`src/rtl/irqagg_pkg.sv`:
```
package irqagg_pkg;
   localparam int EVT_W     = 6;   // events per port
   localparam int BYTE_W    = 8;
   localparam int HOST_W    = 16;
   localparam int PEND_BIT  = 7;   // read-only port pending summary
   localparam int SWI_BIT   = 14;  // software interrupt in host status
   localparam int SUM_BIT   = 15;  // global summary in host status
   localparam int OFF_BIT   = 8;   // interrupt-off in host control

   typedef enum int unsigned {
      EV_GONE   = 0,
      EV_ARRIVE = 1,
      EV_DONE   = 2,
      EV_FATAL  = 3,
      EV_DEV    = 4,
      EV_REPLY  = 5
   } evt_pos_e;

   typedef enum logic [2:0] {
      RK_NONE,
      RK_PSTAT,
      RK_PMASK,
      RK_HSTAT,
      RK_HMASK,
      RK_HCTL
   } reg_kind_e;

   localparam logic [BYTE_W-1:0] PMASK_RESET = 8'hFF;
   localparam logic [HOST_W-1:0] HCTL_RESET  = 16'h0100;
endpackage

```
`src/rtl/irqagg_decode.sv`:
```
module irqagg_decode
   import irqagg_pkg::*;
#(
   parameter int ADDR_W      = 8,
   parameter int NUM_PORTS   = 2,
   parameter int STRIDE_LOG2 = 6,
   parameter int PSTAT_OFF   = 'h09,
   parameter int PMASK_OFF   = 'h0A,
   parameter int HCTL_ADDR   = 'h7C,
   parameter int HSTAT_ADDR  = 'hBC,
   parameter int HMASK_ADDR  = 'hBE,
   localparam int PIDX_W     = (NUM_PORTS > 1) ? $clog2(NUM_PORTS) : 1
) (
   input  logic [ADDR_W-1:0] addr_i,
   output reg_kind_e         kind_o,
   output logic [PIDX_W-1:0] pidx_o
);
   localparam int SEL_W = ADDR_W - STRIDE_LOG2;

   logic [SEL_W-1:0]       sel;
   logic [STRIDE_LOG2-1:0] off;

   assign sel    = addr_i[ADDR_W-1:STRIDE_LOG2];
   assign off    = addr_i[STRIDE_LOG2-1:0];
   assign pidx_o = PIDX_W'(sel);

   always_comb begin
      kind_o = RK_NONE;
      if (addr_i == ADDR_W'(HCTL_ADDR))
         kind_o = RK_HCTL;
      else if (addr_i == ADDR_W'(HSTAT_ADDR))
         kind_o = RK_HSTAT;
      else if (addr_i == ADDR_W'(HMASK_ADDR))
         kind_o = RK_HMASK;
      else if (32'(sel) < NUM_PORTS) begin
         if (off == STRIDE_LOG2'(PSTAT_OFF))
            kind_o = RK_PSTAT;
         else if (off == STRIDE_LOG2'(PMASK_OFF))
            kind_o = RK_PMASK;
      end
   end
endmodule

```
`src/rtl/irqagg_port.sv`:
```
module irqagg_port
   import irqagg_pkg::*;
#(
   parameter int               NEV      = EVT_W,
   parameter logic [BYTE_W-1:0] MASK_RST = PMASK_RESET
) (
   input  logic              clk,
   input  logic              rst_n,
   input  logic [NEV-1:0]    evt_i,
   input  logic              stat_we_i,
   input  logic              mask_we_i,
   input  logic [BYTE_W-1:0] wdata_i,
   output logic [NEV-1:0]    stat_o,
   output logic [BYTE_W-1:0] mask_o,
   output logic              pend_o,
   output logic [BYTE_W-1:0] stat_rd_o
);
   if (NEV > PEND_BIT) begin : g_bad_nev
      $error("irqagg_port: event count overlaps the pending bit");
   end

   logic [NEV-1:0]    stat_q;
   logic [BYTE_W-1:0] mask_q;

   // One sticky flop per event; a new event outranks a same-cycle clear.
   for (genvar b = 0; b < NEV; b++) begin : g_bit
      logic clr;
      assign clr = stat_we_i & wdata_i[b];
      always_ff @(posedge clk or negedge rst_n) begin
         if (!rst_n)
            stat_q[b] <= 1'b0;
         else
            stat_q[b] <= evt_i[b] | (stat_q[b] & ~clr);
      end
   end

   always_ff @(posedge clk or negedge rst_n) begin
      if (!rst_n)
         mask_q <= MASK_RST;
      else if (mask_we_i)
         mask_q <= wdata_i;
   end

   assign pend_o = |(stat_q & ~mask_q[NEV-1:0]);
   assign stat_o = stat_q;
   assign mask_o = mask_q;

   always_comb begin
      stat_rd_o           = '0;
      stat_rd_o[NEV-1:0]  = stat_q;
      stat_rd_o[PEND_BIT] = pend_o;
   end
endmodule

```
`src/rtl/irqagg_host.sv`:
```
module irqagg_host
   import irqagg_pkg::*;
#(
   parameter int NUM_PORTS = 2
) (
   input  logic                 clk,
   input  logic                 rst_n,
   input  logic [NUM_PORTS-1:0] pend_i,
   input  logic                 hstat_we_i,
   input  logic                 hmask_we_i,
   input  logic                 hctl_we_i,
   input  logic [HOST_W-1:0]    wdata_i,
   output logic [HOST_W-1:0]    hstat_o,
   output logic [HOST_W-1:0]    hmask_o,
   output logic [HOST_W-1:0]    hctl_o,
   output logic                 swi_o,
   output logic                 off_o,
   output logic                 irq_o
);
   // Bits of the host mask that exist: one per port plus the software bit.
   localparam logic [HOST_W-1:0] HMASK_BITS =
      HOST_W'((1 << NUM_PORTS) - 1) | (HOST_W'(1) << SWI_BIT);

   logic [HOST_W-1:0] hmask_q;
   logic              swi_q;
   logic              off_q;
   logic              summary;

   always_ff @(posedge clk or negedge rst_n) begin
      if (!rst_n) begin
         hmask_q <= HMASK_BITS;
         swi_q   <= 1'b0;
         off_q   <= HCTL_RESET[OFF_BIT];
      end else begin
         if (hmask_we_i) hmask_q <= wdata_i & HMASK_BITS;
         if (hstat_we_i) swi_q   <= wdata_i[SWI_BIT];
         if (hctl_we_i)  off_q   <= wdata_i[OFF_BIT];
      end
   end

   assign summary = (|(pend_i & ~hmask_q[NUM_PORTS-1:0])) |
                    (swi_q & ~hmask_q[SWI_BIT]);

   always_comb begin
      hstat_o                  = '0;
      hstat_o[NUM_PORTS-1:0]   = pend_i;
      hstat_o[SWI_BIT]         = swi_q;
      hstat_o[SUM_BIT]         = summary;
      hctl_o                   = '0;
      hctl_o[OFF_BIT]          = off_q;
   end

   assign hmask_o = hmask_q;
   assign swi_o   = swi_q;
   assign off_o   = off_q;
   assign irq_o   = summary & ~off_q;
endmodule

```
`src/rtl/irqagg_top.sv`:
```
module irqagg_top
   import irqagg_pkg::*;
#(
   parameter int NUM_PORTS   = 2,
   parameter int ADDR_W      = 8,
   parameter int STRIDE_LOG2 = 6,
   localparam int EV_TOT     = NUM_PORTS * EVT_W,
   localparam int PIDX_W     = (NUM_PORTS > 1) ? $clog2(NUM_PORTS) : 1
) (
   input  logic              clk,
   input  logic              rst_n,
   input  logic [EV_TOT-1:0] port_evt_i,
   input  logic [ADDR_W-1:0] reg_addr_i,
   input  logic              reg_we_i,
   input  logic [HOST_W-1:0] reg_wdata_i,
   output logic [HOST_W-1:0] reg_rdata_o,
   output logic              irq_o
);
   if (NUM_PORTS < 1 || NUM_PORTS > SWI_BIT) begin : g_bad_ports
      $error("irqagg_top: NUM_PORTS must be 1..14");
   end
   if ((NUM_PORTS << STRIDE_LOG2) > (1 << ADDR_W)) begin : g_bad_span
      $error("irqagg_top: port blocks exceed the address space");
   end

   reg_kind_e         kind;
   logic [PIDX_W-1:0] pidx;

   logic [EV_TOT-1:0]           st_flat;
   logic [NUM_PORTS*BYTE_W-1:0] mk_flat;
   logic [NUM_PORTS-1:0]        pend_v;
   logic [BYTE_W-1:0]           stat_rd_a [NUM_PORTS];
   logic [HOST_W-1:0]           hstat, hmask, hctl;
   logic                        swi_q, irq_off_q;

   irqagg_decode #(
      .ADDR_W(ADDR_W), .NUM_PORTS(NUM_PORTS), .STRIDE_LOG2(STRIDE_LOG2)
   ) u_dec (
      .addr_i(reg_addr_i), .kind_o(kind), .pidx_o(pidx)
   );

   for (genvar p = 0; p < NUM_PORTS; p++) begin : g_port
      logic hit;
      assign hit = (32'(pidx) == p);
      irqagg_port #(.NEV(EVT_W)) u_port (
         .clk       (clk),
         .rst_n     (rst_n),
         .evt_i     (port_evt_i[p*EVT_W +: EVT_W]),
         .stat_we_i (reg_we_i & hit & (kind == RK_PSTAT)),
         .mask_we_i (reg_we_i & hit & (kind == RK_PMASK)),
         .wdata_i   (reg_wdata_i[BYTE_W-1:0]),
         .stat_o    (st_flat[p*EVT_W +: EVT_W]),
         .mask_o    (mk_flat[p*BYTE_W +: BYTE_W]),
         .pend_o    (pend_v[p]),
         .stat_rd_o (stat_rd_a[p])
      );
   end

   irqagg_host #(.NUM_PORTS(NUM_PORTS)) u_host (
      .clk        (clk),
      .rst_n      (rst_n),
      .pend_i     (pend_v),
      .hstat_we_i (reg_we_i & (kind == RK_HSTAT)),
      .hmask_we_i (reg_we_i & (kind == RK_HMASK)),
      .hctl_we_i  (reg_we_i & (kind == RK_HCTL)),
      .wdata_i    (reg_wdata_i),
      .hstat_o    (hstat),
      .hmask_o    (hmask),
      .hctl_o     (hctl),
      .swi_o      (swi_q),
      .off_o      (irq_off_q),
      .irq_o      (irq_o)
   );

   always_comb begin
      reg_rdata_o = '0;
      unique case (kind)
         RK_PSTAT: reg_rdata_o[BYTE_W-1:0] = stat_rd_a[pidx];
         RK_PMASK: reg_rdata_o[BYTE_W-1:0] = mk_flat[32'(pidx)*BYTE_W +: BYTE_W];
         RK_HSTAT: reg_rdata_o = hstat;
         RK_HMASK: reg_rdata_o = hmask;
         RK_HCTL:  reg_rdata_o = hctl;
         default:  reg_rdata_o = '0;
      endcase
   end
endmodule

```
`config.mk`:
```
export PLATFORM = sky130hd
export DESIGN_NAME = irqagg_top
export DESIGN_NICKNAME = d
export VERILOG_FILES = /design/src/rtl/irqagg_pkg.sv /design/src/rtl/irqagg_decode.sv /design/src/rtl/irqagg_port.sv /design/src/rtl/irqagg_host.sv /design/src/rtl/irqagg_top.sv
export SDC_FILE = /design/constraint.sdc
export NUM_CORES = 1
export LEC_CHECK = 0
export ABC_AREA = 0
export CORE_MARGIN = 4
export CORE_UTILIZATION = 40
export CTS_BUF_LIST = sky130_fd_sc_hd__clkbuf_4 sky130_fd_sc_hd__clkbuf_8 sky130_fd_sc_hd__clkbuf_16
export CTS_CLUSTER_DIAMETER = 80
export CTS_CLUSTER_SIZE = 8
export DETAILED_ROUTE_END_ITERATION = 16
export PLACE_DENSITY_LB_ADDON = 0.1
export SETUP_SLACK_MARGIN = 0.4
export SLEW_MARGIN = 30
export SYNTH_ARGS = -nofsm -noshare
export SYNTH_HDL_FRONTEND = slang
export SYNTH_HIERARCHICAL = 1
export SYNTH_SLANG_ARGS = --single-unit
```
`constraint.sdc`:
```
create_clock -name clk -period 6.7 [get_ports clk]
set_clock_uncertainty 0.2 [all_clocks]
set_input_delay 1.005 -clock clk [delete_from_list [all_inputs] [get_ports clk]]
set_output_delay 1.005 -clock clk [all_outputs]
set_load 0.05 [all_outputs]
```
# After elaboration in Yosys (flattened, before gate mapping)
# Cells that the tools add are included.
# word_totals
reg_bits,33
in_bits,39
out_inout_bits,17
wordCells,114
# op_classes
magnitude_cmp,2
eq_ne,10
shift,1
mux,11
bitwise,70
reduce_logical,3
# ops
op,count
bitwise AND 1 bit,35
case mux 8 bit (4 select lines),1
two-way mux 8 bit,3
case mux 8 bit (3 select lines),1
equality test 8 bit (second input constant),2
variable part select 16 x 5 -> 8 bit,1
two-way mux 3 bit,5
inverter 1 bit,15
bitwise OR 1 bit,13
bitwise AND 6 bit,2
equality test 6 x 4 -> 1 bit (second input constant),2
inverter 6 bit,2
OR reduction 6 bit,2
equality test 8 x 7 -> 1 bit (second input constant),1
equality test 3 x 2 -> 1 bit (second input constant),2
equality test 3 bit (second input constant),2
equality test 3 x 1 -> 1 bit (second input constant),1
bitwise AND 2 bit,1
greater-or-equal comparator 2 bit (second input constant),1
less-than comparator 2 bit (second input constant),1
two-way mux 2 bit,1
inverter 1 -> 2 bit,1
inverter 2 bit,1
OR reduction 2 bit,1

# Depth between registers and ports, before layout
# Gate-level depths: netlist of run 1.
# logic_depth
depth_word,13
ltp_mapped,8
mapped_depth_nobuf,8

# Cells and area by module
# Netlist of run 1, hierarchy kept.
# by_module_without_submodules
module,n_inst,cells_each,area_each_um2,seq_area_each_um2
irqagg_port,2,54,635.6,360.3
irqagg_top,1,87,705.7,0.0
irqagg_host,1,61,558.0,130.1
irqagg_decode,1,16,96.3,0.0

# Worst setup path before layout of run 1
# OpenSTA, ideal clock, no wires.
# synth_path
kind,input-to-output
start,input port reg_addr_i[4]
end,output port reg_rdata_o[8]
arrival_time_ns,3.196
required_ns,5.495
slack_ns,2.299
cell_stages,6
path_buffers,1
path_cell_list,nand4_1 or2_1 o32ai_1 buf_4 mux2i_1 o21ai_0
# synth_between
elab_cells_between_ends,15
classes_between,eq/ne: 8; mux: 7
# synth_lines
item,line,rtl
from (decl),irqagg_top.sv:13,"input logic [ADDR_W-1:0] reg_addr_i,"
equality test 6 x 4 -> 1 bit,irqagg_decode.sv:36,if (off == STRIDE_LOG2'(PSTAT_OFF))
two-way mux 3 bit,irqagg_decode.sv:36,
two-way mux 3 bit,irqagg_decode.sv:35,else if (32'(sel) < NUM_PORTS) begin
two-way mux 3 bit,irqagg_decode.sv:33,else if (addr_i == ADDR_W'(HMASK_ADDR))
two-way mux 3 bit,irqagg_decode.sv:31,else if (addr_i == ADDR_W'(HSTAT_ADDR))
two-way mux 3 bit (*),irqagg_decode.sv:29,if (addr_i == ADDR_W'(HCTL_ADDR))
via kind[0],irqagg_top.sv:26,reg_kind_e kind;
equality test 3 bit (tied with other cells),n/a,
case mux 8 bit (3 select lines) (*),irqagg_top.sv:77,unique case (kind)
to (decl),irqagg_top.sv:16,"output logic [HOST_W-1:0] reg_rdata_o,"
# The timed path passes the listed nets; every way through them passes the cells marked *.

# Final worst setup path of run 1
# layout_path
start,input port reg_addr_i[6]
end,output port reg_rdata_o[1]
# layout_between
elab_chain_cells,7
elab_cells_between_ends,18
classes_between,order compare: 1; eq/ne: 7; shift: 1; mux: 8; bitwise: 1
# layout_rtl
item,line
less-than comparator 2 bit,irqagg_decode.sv:35
two-way mux 3 bit,irqagg_decode.sv:35
two-way mux 3 bit,irqagg_decode.sv:33
two-way mux 3 bit,irqagg_decode.sv:31
two-way mux 3 bit (*),irqagg_decode.sv:29
via kind[0],irqagg_top.sv:26
equality test 3 bit (tied with other cells),irqagg_top.sv:77
case mux 8 bit (4 select lines) (*),irqagg_top.sv:77
# The timed path passes the listed nets; every way through them passes the cells marked *. The select of a mux whose other input is x is not followed.

==> results of run 1 <==
[cell families (layout without fill, tap and decap cells)]
group	after synthesis	in the layout	synth area share, %
AOI/OAI and AO/OA	46	46	13.0
xor gates and xnor gates	1	1	0.333
buffers and inverters	87	71	22.5
DFF	33	33	32.3
muxes	53	53	21.5
and+or+nand+nor	49	49	9.84
other	3	42	0.428
[per-layer routing]
metal | up-vias | GRT usage, % | wire (um) | share of wire [%]
met5 | - | 0 | 0 | 0
li1 | 891 | - | - | -
met3 | 6 | 2.76 | 245 | 4.7
met4 | 0 | 3.65 | 60 | 1.2
met2 | 31 | 24.0 | 2510 | 48
met1 | 820 | 18.4 | 2390 | 46
[flip-flops by register name, indices dropped and copies added, names as in the netlist]
register and count:
u_host/hmask_o 3, g_port.u_port/mask_o 16, u_host/off_o 1, g_port.u_port/stat_o 12
u_host/swi_o 1
[power by group]
part | switching [mW] | internal (mW) | total (mW)
logic | 0.0286 | 0.0351 | 0.0637
registers | 0.00588 | 0.215 | 0.220
clock network | 0.0747 | 0.121 | 0.196
total | 0.109 | 0.371 | 0.480
[worst max-delay path, stage by stage]
cell and delay (ps):
clkdlybuf4s50_1 790, xnor2_1 180, o32ai_4 500, buf_4 350, or3b_1 360, o22ai_1 120, a221o_2 330, clkdlybuf4s50_1 710
[worst max-delay path by stage]
stage | from | endpoint | slack, ps | depth (start not counted)
floorplan | reg_addr_i[4] | reg_rdata_o[8] | 2300 | 6
detailed placement | reg_addr_i[6] | reg_rdata_o[5] | 1140 | 8
global route | reg_addr_i[6] | reg_rdata_o[1] | 990 | 8
global placement | reg_addr_i[6] | reg_rdata_o[1] | 1090 | 8
CTS | reg_addr_i[6] | reg_rdata_o[1] | 1130 | 8
finish | reg_addr_i[6] | reg_rdata_o[1] | 1140 | 8
[synthesized netlist by cell type (2+ instances only)]
cell,n
buf_4,64
nor2_1,4
o21ai_0,8
a21o_2,2
a21o_1,10
nand3_1,3
mux2i_1,24
nand2b_1,4
o32ai_1,2
or3_1,4
dfstp_2,20
o22ai_1,14
nand2_1,23
inv_1,13
mux2_2,29
dfrtp_1,13
a221o_2,7
conb_1,3
buf_2,6
[metrics by stage]
| step | std cells | util, % | cell area, um^2 |
|---|---|---|---|
| after global placement | 364 | 44.3 | 2830 |
| after detailed placement | 364 | 44.3 | 2830 |
| after CTS | 372 | 46.2 | 2950 |
| final | 372 | 46.2 | 2950 |
| after global routing | 372 | 46.2 | 2950 |
| after floorplan | 311 | - | 2780 |
[layout make-up]
class / instances / area (um^2)
sequential: 33 / 851
multi-input combinational: 191 / 1350
fill: 646 / 3440
clock inverter: 2 / 37.5
clock buffer: 6 / 82.6
inverter: 14 / 52.6
timing repair buffer: 49 / 478
tap: 77 / 96.3
==> flow_summary.yaml, run 1 <==
outcome:
  status: "finished with violations"
  violations: "slew limit"
cts:
  cts_tree: "yes"
  clkTransAtPathRegs_ps: 70
  clock_sinks: 33
  cts-root-buf: "clkbuf_8"
  ctsHoldBuffers: 0
  cts_resized: 0
  cts_buffer_depth: 2
  cts_max_level: 2
  post_cts_buffers: 0
  cts_made_buffers: 5
  insertion_delay_ps: 280
final_layout:
  area_growth_pct: 12.1
  diodes: 0
  fin_nets: 333
  drive_gt1_share_pct: 26.1
  layout_common_cells: "clkdlybuf4s50_1, conb_1, mux2_2, mux2i_1, nand2_1"
  layout_commonest_cell: "clkdlybuf4s50_1"
logic_synthesis:
  synth_area_leader_cell: "dfstp_2"
  ys.flop_type: "dfstp_2"
  synthCells: 272
  synth_edf_count: 0
  synth_area_leaders: "dfstp_2, buf_4, mux2_2"
  ys_ff_latch: 33
  async_flop_share_pct: 100
  ys_types: 38
  synth_top_cell_area_share_pct: 20.0
  yosysSeqAreaShare_pct: 32.3
  ys_warn_count: 6
  avgSynthCellArea_um2: 9.67
  synth_area_um2: 2630
die:
  die_h_um: 89.1
  coreArea_um2: 6390
  ioPinCount: 56
  die_x_um: 89.1
  die_area_um2: 7940
  initial_core_util_pct: 41.2
  rows: 29
sta:
  slew_violations: 1
  maxSlewHeadroom_pct: -0.422
  period_needed_ps: 5560
  period_share_pct: 82.9
  setup_violations: 0
  fin_setup_tns_ps: 0
  rsz0062_at_grt: "no"
  setup_ws_ps: 1140
  max_freq_ghz: 0.180
  finalHoldViolCount: 0
  worst_pin_slew_ps: 1490
  hold_slack_ps: 315
placed_design:
  hpwl_um: 3900
  gp_congestion: 0.838
  pre_cts_ws_ps: 1140
  io_buffers: 44
detailed_routing:
  wl_um: 5210
  drc: 0
  drt_first_pass_iters: 4
  vias_per_cell: 4.70
  drt_iter0_drc: 52
  dr_total_vias: 1748
  post_drt_wl_per_cell_um: 14.0
  ant_nets: 0
power_and_ir_drop:
  total_power_mw: 0.480
  ir_drop_mv: 0.120
  p_leak_nw: 1.20
  p_per_area_nw_per_um2: 163
grt:
  grt_pass1_vias: 1767
  grt_pass1_wl_um: 8570
  grt_use_total_pct: 14.1
  overflow: 0
  antenna_found_initial: 0
  grt_max_degree: 34
worst_setup_path:
  crit_arrival_ps: 4350
  cp-end-kind: "primary output"
  r2r_slack_ps: 5730
  reg2regPathDepth: 1
  cp_max_fo: 16
  path_class: "in2out"
  rr_startpoint: "u_host/swi_o$_DFFE_PN0P_"
  crit_path_start_kind: "primary input"
  worstPathRequired_ps: 5490
  timing.rr.end: "u_host/swi_o$_DFFE_PN0P_"
worst_hold_path:
  holdPathEnd: "g_port[1].u_port/stat_o[2]$_DFF_PN0_"
  hold_path_depth: 1
  hp-start: "g_port[1].u_port/stat_o[2]$_DFF_PN0_"
  hp-class: "reg2reg"
flow_run:
  maxCapViolCount: 0
Note: power is estimated with default switching activity, not from simulation.
==> inputs of run 2 (changes only) <==
Clock period 6.7 ns to 5.4 ns, I/O delays scaled along.
==> flow_summary.yaml, run 2 (synthesized netlist as in run 1, its figures left out) <==
outcome:
  status: "finished with violations"
  violations: "slew limit"
power_and_ir_drop:
  p_leak_nw: 1.24
  ir_drop_mv: 0.149
  p_per_area_nw_per_um2: 179
final_layout:
  largest_register_ff_count: 16
  layout_commonest_cell: "conb_1"
  layout_common_cells: "conb_1, clkdlybuf4s50_1, mux2_2, mux2i_1, nand2_1"
  diodes: 0
  drive_gt1_share_pct: 29.7
  fin_cells: 373
  area_growth_pct: 14.5
  final_core_util_pct: 47.2
  fin_nets: 334
sta:
  maxSlewHeadroom_pct: -1.34
  fin_setup_tns_ps: 0
  max_freq_ghz: 0.219
  finalHoldViolCount: 0
  worst_pin_slew_ps: 1500
  rsz0062_at_grt: "no"
  period_needed_ps: 4580
  setup_ws_ps: 823
  slew_violations: 3
  period_share_pct: 84.8
  setup_violations: 0
detailed_routing:
  ant_nets: 0
  wl_um: 5350
  vias_per_cell: 4.67
  drt_first_pass_iters: 4
  drt_iter0_drc: 23
  drc: 0
  dr_total_vias: 1741
  post_drt_wl_per_cell_um: 14.3
cts:
  cts_made_buffers: 5
  ctsHoldBuffers: 0
  post_cts_buffers: 0
  cts_max_level: 2
  clock_sinks: 33
  cts_resized: 0
  cts_tree: "yes"
  cts-root-buf: "clkbuf_8"
  insertion_delay_ps: 280
  cts_buffer_depth: 2
  clkTransAtPathRegs_ps: 70
grt:
  overflow: 0
  grt_pass1_vias: 1724
  grt_max_degree: 34
  grt_pass1_wl_um: 8570
  grt_use_total_pct: 14.3
  antenna_found_initial: 0
die:
  die_area_um2: 7940
  rows: 29
  die_h_um: 89.1
  ioPinCount: 56
  coreArea_um2: 6390
  die_x_um: 89.1
  initial_core_util_pct: 41.2
placed_design:
  pre_cts_ws_ps: 787
  hpwl_um: 3950
  place_inst: 365
  io_buffers: 44
  gp_congestion: 0.815
worst_setup_path:
  crit_path_start_kind: "primary input"
  path_class: "in2out"
  cpPeakStageDelay_ps: 830
  crit_chain: "clkdlybuf4s50_1, xnor2_1, o32ai_4, nor3b_2, a221o_2, buf_12"
  crit_arrival_ps: 3570
  worstPathRequired_ps: 4390
  cp-end-kind: "primary output"
  cp_max_fo: 12
  crit_slowest_cell: "clkdlybuf4s50_1"
flow_run:
  maxCapViolCount: 0
worst_hold_path:
  hp-class: "reg2reg"
run 2: worst paths after layout:
path / from / end / slack, ps / depth (start not counted)
max: reg_addr_i[6] / reg_rdata_o[1] / 820 / 6
min: g_port[1].u_port/stat_o[0]$_DFF_PN0_ / g_port[1].u_port/stat_o[0]$_DFF_PN0_ / 310 / 1
max reg2reg: u_host/swi_o$_DFFE_PN0P_ / u_host/swi_o$_DFFE_PN0P_ / 4420 / 1
min reg2reg: g_port[1].u_port/stat_o[0]$_DFF_PN0_ / g_port[1].u_port/stat_o[0]$_DFF_PN0_ / 310 / 1
max in group asynchronous: rst_n / g_port[1].u_port/mask_o[4]$_DFFE_PN1P_ / 3930 / 2
min in group asynchronous: rst_n / g_port[1].u_port/stat_o[5]$_DFF_PN0_ / 730 / 2
run 2: power breakdown:
group,internal (mW),switching (mW)
registers,0.266,0.00738
logic,0.0453,0.0359
clock network,0.0942,0.0895
run 2: area by class of cell:
class                   count  area [um^2]
multi-input cells         191         1350
repair buffers             50          573
flip-flops and latches     33          851
inverters                  14         52.6
clock inverters             2         10.0
well taps                  77         96.3
fillers                   626         3370
clock buffers               6         76.3
run 2: per-stage QoR:
stage / power, mW / hold slack (ps) / instance area [um^2]
6_report: 0.539 / 311 / 3010
4_1_cts: 0.548 / 316 / 3010
3_5_place_dp: 0.359 / 300 / 2930
3_3_place_gp: 0.358 / 296 / 2930
5_1_grt: 0.569 / 333 / 3010
2_1_floorplan: 0.337 / 273 / 2780
run 2: layer usage:
layer / global-route usage (%) / routed length, um / vias to the layer above
met3: 3.23 / 249 / 8
li1: - / - / 898
met2: 23.9 / 2520 / 31
met4: 4.87 / 74 / 0
met5: 0 / 0 / -
met1: 18.3 / 2500 / 804
run 2: worst max-delay path, delay by kind of cell:
family                    cells  cell delay, ps
and+or+nand+nor               1             730
xor gates and xnor gates      1             200
AOI/OAI and AO/OA             2             850
buffers and inverters         2             970
==> inputs of run 3 (changes only) <==
Clock period 5.4 ns to 4.1 ns, I/O delays scaled along.
==> flow_summary.yaml, run 3 (synthesized netlist as in run 1, its figures left out) <==
cts:
  cts_made_buffers: 5
  cts_tree: "yes"
  clkTransAtPathRegs_ps: 70
  clock_sinks: 33
  insertion_delay_ps: 290
  cts-root-buf: "clkbuf_8"
  cts_buffer_depth: 2
  cts_max_level: 2
sta:
  setup_violations: 0
  hold_slack_ps: 104
  period_share_pct: 88.2
  period_needed_ps: 3620
  fin_setup_tns_ps: 0
  max_freq_ghz: 0.277
  slew_violations: 2
  maxSlewHeadroom_pct: -1.19
  rsz0062_at_grt: "yes"
  worst_pin_slew_ps: 1500
  finalHoldViolCount: 0
grt:
  antenna_found_initial: 0
  grt_use_total_pct: 14.3
  overflow: 0
  grt_pass1_vias: 1785
  grt_pass1_wl_um: 8730
  grt_max_degree: 25
worst_setup_path:
  crit_path_start_kind: "primary input"
  crit_start: "reg_addr_i[7]"
  cp_max_fo: 8
  r2r_slack_ps: 3140
  crit_arrival_ps: 2800
  timing.rr.end: "u_host/swi_o$_DFFE_PN0P_"
  reg2regPathDepth: 1
  worstPathRequired_ps: 3280
  cp-end-kind: "primary output"
  path_class: "in2out"
  rr_startpoint: "u_host/swi_o$_DFFE_PN0P_"
placed_design:
  io_buffers: 44
  hpwl_um: 3970
  gp_congestion: 0.773
worst_hold_path:
  hp-class: "in2async"
final_layout:
  layout_commonest_cell: "conb_1"
  final_core_util_pct: 48.4
  area_growth_pct: 17.4
  fin_nets: 341
  drive_gt1_share_pct: 33.7
  layout_common_cells: "conb_1, clkdlybuf4s50_1, mux2_2, mux2i_1, nand2_1"
  diodes: 0
  largest_register_ff_count: 16
detailed_routing:
  vias_per_cell: 4.77
  dr_total_vias: 1813
  post_drt_wl_per_cell_um: 14.0
  drc: 0
  drt_first_pass_iters: 4
  ant_nets: 0
  wl_um: 5320
  drt_iter0_drc: 51
die:
  die_area_um2: 7940
  ioPinCount: 56
  coreArea_um2: 6390
  initial_core_util_pct: 41.2
  die_h_um: 89.1
  rows: 29
  die_x_um: 89.1
outcome:
  status: "finished with violations"
  violations: "slew limit"
power_and_ir_drop:
  share_comb_of_total_power_pct: 15.6
  p_per_area_nw_per_um2: 230
  p_sw_share_pct: 25.4
  clockPowerShare_pct: 33.6
  p_switching_mw: 0.180
  p_leak_nw: 1.28
  ir_drop_mv: 0.162
  internal-power_mw: 0.529
  seqPwrFrac_pct: 50.8
flow_run:
  maxCapViolCount: 0
## run 3: cell type report
cell class | count | area, um^2
Sequential cell | 33 | 851
Timing Repair Buffer | 57 | 626
Multi-Input combinational cell | 191 | 1380
Clock inverter | 3 | 17.5
Tap cell | 77 | 96.3
Clock buffer | 5 | 68.8
Inverter | 14 | 52.6
Fill cell | 632 | 3300
## run 3: metal layers
metal  track usage [%]  vias to the layer above  share of wire (%)
met1              18.8                      861                 45
met4              4.74                        0                1.9
met5                 0                        -                  0
met3              2.58                        9                5.0
met2              23.9                       36                 48
li1                  -                      907                  -
## run 3: timing repair
action,CTS,global route
pin swaps,1,1
setup endpoints to repair,10,9
buffers inserted,1,1
gates resized for setup,2,7
hold buffers,0,0
endpoints found under the hold margin,0,0
## run 3: power groups by stage
stage	clock network, mW	registers, mW	logic, mW
after floorplan	0	0.363	0.0813
after global placement	0	0.365	0.107
after detailed placement	0	0.366	0.108
after CTS	0.248	0.360	0.109
after global routing	0.269	0.363	0.122
final	0.238	0.360	0.110
## run 3: worst max-delay path by stage
stage,endpoint,slack [ps]
floorplan,reg_rdata_o[8],480
global placement,reg_rdata_o[0],320
detailed placement,reg_rdata_o[0],300
CTS,reg_rdata_o[1],400
global route,reg_rdata_o[0],380
finish,reg_rdata_o[0],480
## run 3: per-stage QoR
step	instances	area (um^2)	worst slack (ps)	power [mW]
floorplan	311	2780	479	0.444
global route	380	3090	377	0.754
finish	380	3090	485	0.709
global placement	370	2960	318	0.473
detailed placement	370	2960	302	0.474
CTS	379	3060	403	0.717
## run 3: worst max-delay path, stage by stage
cell             delay, ps
clkdlybuf4s50_1        540
inv_2                   50
or3_1                  380
o32ai_2                190
or3b_4                 500
o22ai_1                190
a221o_1                190
buf_12                 150
